$ cat config.mk
export PLATFORM = sky130hd
export DESIGN_NAME = trig_seq
export DESIGN_NICKNAME = d
export VERILOG_FILES = /design/src/rtl/trig_seq_pkg.sv /design/src/rtl/trig_auto_gen.sv /design/src/rtl/trig_src_mux.sv /design/src/rtl/trig_seq_fsm.sv /design/src/rtl/trig_evt_cnt.sv /design/src/rtl/trig_seq.sv
export SDC_FILE = /design/constraint.sdc
export NUM_CORES = 1
export LEC_CHECK = 0
export ABC_AREA = 1
export BUFFER_PORTS_ARGS = -buffer_cell sky130_fd_sc_hd__buf_2
export CORE_MARGIN = 2
export CORE_UTILIZATION = 53
export CTS_CLUSTER_DIAMETER = 200
export DETAILED_ROUTE_END_ITERATION = 12
export PLACE_DENSITY = 0.87
export SLEW_MARGIN = 20
export SYNTH_ARGS = -nofsm -noshare
export SYNTH_HDL_FRONTEND = slang
export SYNTH_SLANG_ARGS = --single-unit
$ cat constraint.sdc
create_clock -name clk_i -period 1.99 [get_ports clk_i]
set_input_delay 0.2985 -clock clk_i [delete_from_list [all_inputs] [get_ports clk_i]]
set_output_delay 0.2985 -clock clk_i [all_outputs]
set_load 0.05 [all_outputs]
$ cat src/rtl/trig_seq_pkg.sv
package trig_seq_pkg;
  typedef enum logic [1:0] {
    SRC_TMR  = 2'd0,
    SRC_AUTO = 2'd1,
    SRC_SW   = 2'd2,
    SRC_OFF  = 2'd3
  } src_e;

  typedef enum logic [1:0] {
    ST_IDLE = 2'd0,
    ST_ARM  = 2'd1,
    ST_ACQ  = 2'd2
  } st_e;

  typedef struct packed {
    logic run;
    logic daq;
  } trig_t;

  localparam int NUM_SRC = 3;
endpackage

$ cat src/rtl/trig_auto_gen.sv
module trig_auto_gen
  import trig_seq_pkg::*;
#(
  parameter int CNT_W = 32
) (
  input  logic             clk_i,
  input  logic             rst_ni,
  input  logic             en_i,
  input  logic [CNT_W-1:0] period_i,
  input  logic             daq_en_i,
  output trig_t            trig_o
);
  logic [CNT_W-1:0] cnt_q;
  logic             run_q, daq_q;
  logic             live;

  assign live = en_i && (period_i != '0);

  always_ff @(posedge clk_i or negedge rst_ni) begin
    if (!rst_ni) begin
      cnt_q <= '0;
      run_q <= 1'b0;
      daq_q <= 1'b0;
    end else begin
      daq_q <= run_q && daq_en_i && live;
      if (!live) begin
        cnt_q <= '0;
        run_q <= 1'b0;
      end else if (cnt_q == period_i - 1'b1) begin
        cnt_q <= '0;
        run_q <= 1'b1;
      end else begin
        cnt_q <= cnt_q + 1'b1;
        run_q <= 1'b0;
      end
    end
  end

  assign trig_o = '{run: run_q, daq: daq_q};
endmodule

$ cat src/rtl/trig_src_mux.sv
module trig_src_mux
  import trig_seq_pkg::*;
#(
  parameter int N     = NUM_SRC,
  parameter int SEL_W = 2
) (
  input  trig_t            src_i [N],
  input  logic [SEL_W-1:0] sel_i,
  output trig_t            trig_o
);
  trig_t gated [N];

  for (genvar g = 0; g < N; g++) begin : g_gate
    assign gated[g] = (sel_i == SEL_W'(g)) ? src_i[g] : '0;
  end

  always_comb begin
    trig_o = '0;
    for (int i = 0; i < N; i++) trig_o = trig_o | gated[i];
  end
endmodule

$ cat src/rtl/trig_seq_fsm.sv
module trig_seq_fsm
  import trig_seq_pkg::*;
#(
  parameter int WIN_W = 8,
  parameter int LEN_W = 16
) (
  input  logic             clk_i,
  input  logic             rst_ni,
  input  trig_t            trig_i,
  input  logic [WIN_W-1:0] daq_win_i,
  input  logic [LEN_W-1:0] acq_len_i,
  output logic             start_d_o,
  output logic             drop_d_o,
  output logic             err_d_o,
  output logic             start_o,
  output logic             fwd_o,
  output logic             busy_o
);
  st_e              st_q, st_n;
  logic [WIN_W-1:0] win_q, win_n;
  logic [LEN_W-1:0] len_q, len_n;
  logic             fwd_n;

  always_comb begin
    st_n      = st_q;
    win_n     = win_q;
    len_n     = len_q;
    start_d_o = 1'b0;
    fwd_n     = 1'b0;
    drop_d_o  = 1'b0;
    err_d_o   = 1'b0;
    unique case (st_q)
      ST_IDLE: begin
        err_d_o = trig_i.daq;
        if (trig_i.run) begin
          st_n  = ST_ARM;
          win_n = WIN_W'(1);
        end
      end
      ST_ARM: begin
        drop_d_o = trig_i.run;
        if (trig_i.daq || win_q >= daq_win_i) begin
          start_d_o = 1'b1;
          fwd_n     = trig_i.daq;
          st_n      = ST_ACQ;
          len_n     = LEN_W'(1);
        end else begin
          win_n = win_q + 1'b1;
        end
      end
      default: begin
        drop_d_o = trig_i.run;
        err_d_o  = trig_i.daq;
        if (len_q >= acq_len_i) st_n = ST_IDLE;
        else                    len_n = len_q + 1'b1;
      end
    endcase
  end

  always_ff @(posedge clk_i or negedge rst_ni) begin
    if (!rst_ni) begin
      st_q    <= ST_IDLE;
      win_q   <= '0;
      len_q   <= '0;
      start_o <= 1'b0;
      fwd_o   <= 1'b0;
    end else begin
      st_q    <= st_n;
      win_q   <= win_n;
      len_q   <= len_n;
      start_o <= start_d_o;
      if (start_d_o) fwd_o <= fwd_n;
    end
  end

  assign busy_o = (st_q != ST_IDLE);
endmodule

$ cat src/rtl/trig_evt_cnt.sv
module trig_evt_cnt #(
  parameter int W = 32
) (
  input  logic         clk_i,
  input  logic         rst_ni,
  input  logic         inc_i,
  output logic [W-1:0] cnt_o
);
  always_ff @(posedge clk_i or negedge rst_ni) begin
    if (!rst_ni)    cnt_o <= '0;
    else if (inc_i) cnt_o <= cnt_o + 1'b1;
  end
endmodule

$ cat src/rtl/trig_seq.sv
module trig_seq
  import trig_seq_pkg::*;
#(
  parameter int CNT_W = 32,
  parameter int WIN_W = 8,
  parameter int LEN_W = 16
) (
  input  logic             clk_i,
  input  logic             rst_ni,
  input  logic [1:0]       src_sel_i,
  input  logic             tmr_run_i,
  input  logic             tmr_daq_i,
  input  logic             sw_run_i,
  input  logic             sw_daq_i,
  input  logic [CNT_W-1:0] auto_period_i,
  input  logic             auto_daq_en_i,
  input  logic [WIN_W-1:0] daq_win_i,
  input  logic [LEN_W-1:0] acq_len_i,
  output logic             acq_start_o,
  output logic             fwd_en_o,
  output logic             busy_o,
  output logic [CNT_W-1:0] acq_id_o,
  output logic [CNT_W-1:0] drop_cnt_o,
  output logic [CNT_W-1:0] daq_err_cnt_o
);
  trig_t            src [NUM_SRC];
  trig_t            sel_trig;
  logic             start_d, drop_d, err_d;
  logic [CNT_W-1:0] acq_cnt;

  assign src[SRC_TMR] = '{run: tmr_run_i, daq: tmr_daq_i};
  assign src[SRC_SW]  = '{run: sw_run_i,  daq: sw_daq_i};

  trig_auto_gen #(.CNT_W(CNT_W)) i_auto (
    .clk_i, .rst_ni,
    .en_i     (src_sel_i == SRC_AUTO),
    .period_i (auto_period_i),
    .daq_en_i (auto_daq_en_i),
    .trig_o   (src[SRC_AUTO])
  );

  trig_src_mux #(.N(NUM_SRC), .SEL_W(2)) i_mux (
    .src_i  (src),
    .sel_i  (src_sel_i),
    .trig_o (sel_trig)
  );

  trig_seq_fsm #(.WIN_W(WIN_W), .LEN_W(LEN_W)) i_fsm (
    .clk_i, .rst_ni,
    .trig_i    (sel_trig),
    .daq_win_i,
    .acq_len_i,
    .start_d_o (start_d),
    .drop_d_o  (drop_d),
    .err_d_o   (err_d),
    .start_o   (acq_start_o),
    .fwd_o     (fwd_en_o),
    .busy_o
  );

  trig_evt_cnt #(.W(CNT_W)) i_acq_cnt  (.clk_i, .rst_ni, .inc_i(start_d), .cnt_o(acq_cnt));
  trig_evt_cnt #(.W(CNT_W)) i_drop_cnt (.clk_i, .rst_ni, .inc_i(drop_d),  .cnt_o(drop_cnt_o));
  trig_evt_cnt #(.W(CNT_W)) i_err_cnt  (.clk_i, .rst_ni, .inc_i(err_d),   .cnt_o(daq_err_cnt_o));

  always_ff @(posedge clk_i or negedge rst_ni) begin
    if (!rst_ni)      acq_id_o <= '0;
    else if (start_d) acq_id_o <= acq_cnt;
  end
endmodule

==> results.md <==
- Total chip power: approximately 0.014 W
- Compound-cell area share of the yosys netlist: 0.05673
- Clk slew on worst S/H paths: approximately 0.08 ns
- Grt peak-use layer: met2
- GR Util met3: 0.04371
- Worst slew pin tran: roughly 0.56 ns
- First-pass GRT wire length: about 53000 um
- Largest family of logic cells by synthesized area: simple AND/OR/NAND/NOR gates
- Skew final: about 0.017 ns
- Vias: around 12000
- Post-Layout Cell Count: around 2200
- Die area: approximately 23000 um^2
- Final Max Slew Viols: 0
- Post-route ant nets: 0
- Starting DRT DRC Count: 990
- GR Util All Layers: 0.2895
- Area Growth Syn to Fin: 30.80%
- Final hold vios: 0
- Most common cell after layout, fill and taps aside: nand2_1
- Critical path startpoint category: flop
- Post-synthesis cell count: between 1500 and 2000
- # rows: between 50 and 60
- Status: finished with violations
- Vias per inst: 5.420
- Final #Nets: 1991
- R2r setup slk: -0.05 ns
- Crit end category: flop
- Share of post-route cells with drive strength above 1: 0.2516
- DR WL/cell: roughly 16 um
- Yosys Warn Count: 0
- Clk_lat worst skew: about 0.45 ns
- Arr. time, crit path: between 2 and 2.5 ns
- Min-delay worst type: in2reg
- Power per Cell Area: between 900 and 1000 nW/um^2
- Clock Root Buffer: clkbuf_16
- Clk buf depth: 2
- Synth Register Bits: 190
- Drt first pass iters: 7
- Ports: around 160
- Vias in the first global route: 11440
- DRC Markers: 0
- Number of diodes: 0
- Failing checks: setup timing
- Detailed Route WL: ~34000 um
- Tmin final: about 2.0 ns
- Slew HR: 0.6234
- M2 GR Usage: 0.5057
- Post-Syn Area: roughly 12000 um^2
- Mux cell area share after synthesis: 0.0009762
- Gr ovfl total: 0
- Max_cap viols: 0
- Antenna violations before repair: 0
- DIE WIDTH: between 150 and 200 um
- Vert. Die Dim: around 150 um
- # placed instances: 2126
- PortBufs: 163
- Initial core utilization: 0.5436
- Synth Area in XOR/XNOR: 0.09263
- Commonest non-fill, non-tap cells in the layout: nand2_1, nor2_1, inv_1
- Core Area: 21220 um^2
- Sequential fraction of the synthesis area: 0.4122
- HPWL Detailed: 25360 um
- WP data required: about 2.4 ns
- Static Leak: between 7 and 8 nW
- Synth unique cells: 40
- Synth Net Count: between 1500 and 2000
- Maximum clock rate: just under 0.5 GHz
- Largest net degree at the start of global routing: between 70 and 80
- Post-Synth Simple-Gate Area: 0.3298
- Maximum VDD drop: between 0.001 and 0.0015 V
- Met1 usage in global routing: 0.3626
- RSZ-0062 raised after global routing: yes
- Fin crit share: 1.028
- Crit-path max FO: 6
- CTS tree: built
- Placer Congestion: ~0.95
- # setup viols final: 33
- Num CTS Buffers: 17
- Total clock sinks: 190
- Final worst slack: -0.05498 ns
- CP Class: reg2reg
- Synth Area per Inst: roughly 7.4 um^2
- Adder and majority gate portion of the synthesized area: 0.03363
- H-tree depth: 4
-- report_power, final --
group          switching [W]  internal [W]
sequential          0.000660       0.00465
clock                0.00172       0.00170
combinational        0.00366       0.00176
total                0.00604       0.00811
-- state kept, by name (all words and copies together) (netlist names), 2 cells and up --
| register | flops |
|---|---|
| acq_id_o | 32 |
| i_acq_cnt.cnt_o | 32 |
| i_auto.cnt_q | 32 |
| i_drop_cnt.cnt_o | 32 |
| i_err_cnt.cnt_o | 32 |
| i_fsm.len_q | 16 |
| i_fsm.st_q | 2 |
| i_fsm.win_q | 8 |
-- synthesized netlist by cell type (all sizes together) --
cell type,n,area share
a211oi,1,0.00065
a21boi,1,0.00065
a21oi,18,0.0078
a22o,1,0.00076
a22oi,2,0.0013
a31oi,1,0.00054
and3,1,0.00054
buf,11,0.0067
clkbuf,10,0.0033
dfrtp,190,0.41
ha,31,0.034
inv,197,0.064
mux2,1,0.00098
nand2,389,0.13
nand3,115,0.050
nand3b,7,0.0046
nand4,44,0.024
nor2,229,0.080
nor3,58,0.027
nor3b,3,0.0020
nor4,16,0.0087
o211ai,4,0.0026
o21a,1,0.00065
o21ai,81,0.035
o21bai,8,0.0052
o221ai,1,0.00076
o31ai,1,0.00065
or2,8,0.0043
or3,2,0.0011
xnor2,37,0.028
xor2,85,0.065
-- metal layers --
metal,up-vias,wire length (um),share of wire
li1,5693,-,-
met1,5566,13840,0.41
met2,476,16960,0.50
met3,96,1987,0.058
met4,0,1187,0.035
met5,-,0,0
-- through the flow --
step | setup TNS, ns | area (um^2) | util | worst slack (ns) | hold slack (ns)
after detailed placement | -19.48 | 13840 | 0.6520 | -0.4184 | 0.2701
after floorplan | 0 | 11540 | - | 0.001320 | 0.002909
final | -0.5264 | 15090 | 0.7110 | -0.05498 | 0.1593
after CTS | -0.1594 | 14660 | 0.6910 | -0.05443 | 0.1434
after global routing | -8.162 | 15090 | 0.7110 | -0.1684 | 0.1497
after global placement | -11.58 | 13840 | 0.6520 | -0.3418 | 0.2707
-- worst paths after layout --
kind / to / start / cells past startpoint
setup reg to reg: i_acq_cnt.cnt_o[16] / i_fsm.win_q[3] / 10
setup / recovery: i_acq_cnt.cnt_o[16] / i_fsm.win_q[3] / 10
min in group asynchronous: i_err_cnt.cnt_o[23] / rst_ni / 2
hold / removal: i_auto.daq_q / auto_daq_en_i / 3
hold reg to reg: acq_id_o[7] / acq_id_o[7] / 2
max in group asynchronous: i_fsm.start_o / rst_ni / 3
-- critical path, cell delays in order (launching register included) --
cell	delay, ns
dfrtp_1	0.44
ha_4	0.29
nand2_1	0.05
o21bai_1	0.17
nand2_2	0.13
nand2_4	0.07
a21oi_4	0.21
inv_4	0.11
buf_6	0.16
nor3_4	0.19
xor2_1	0.16
-- layout make-up --
cell class / count / area, um^2
Tap cell: 275 / 344.1
Multi-Input combinational cell: 1147 / 6279
Clock inverter: 14 / 162.7
Sequential cell: 190 / 4763
Inverter: 197 / 742.0
Fill cell: 1628 / 6133
Timing Repair Buffer: 342 / 2367
Clock buffer: 18 / 429.2
-- logic make-up (layout without fill, tap and decap cells) --
kind of cell,count (synthesis),after routing
and+or+nand+nor,872,873
DFF,190,190
muxes,1,1
xor gates and xnor gates,122,122
adders and majority gates,31,31
AOI/OAI and AO/OA,120,120
buffers and inverters,218,571
-- what timing repair did --
action | in CTS | in global routing
hold buffers | 1 | 0
setup buffers | 6 | 14
pin swaps | 8 | 14
hold endpoints to repair | 43 | 0
endpoints found under the setup margin | 96 | 127
gates cloned | 1 | 3
resized for setup | 61 | 71
No activity file was read; power rests on OpenSTA's default activity.
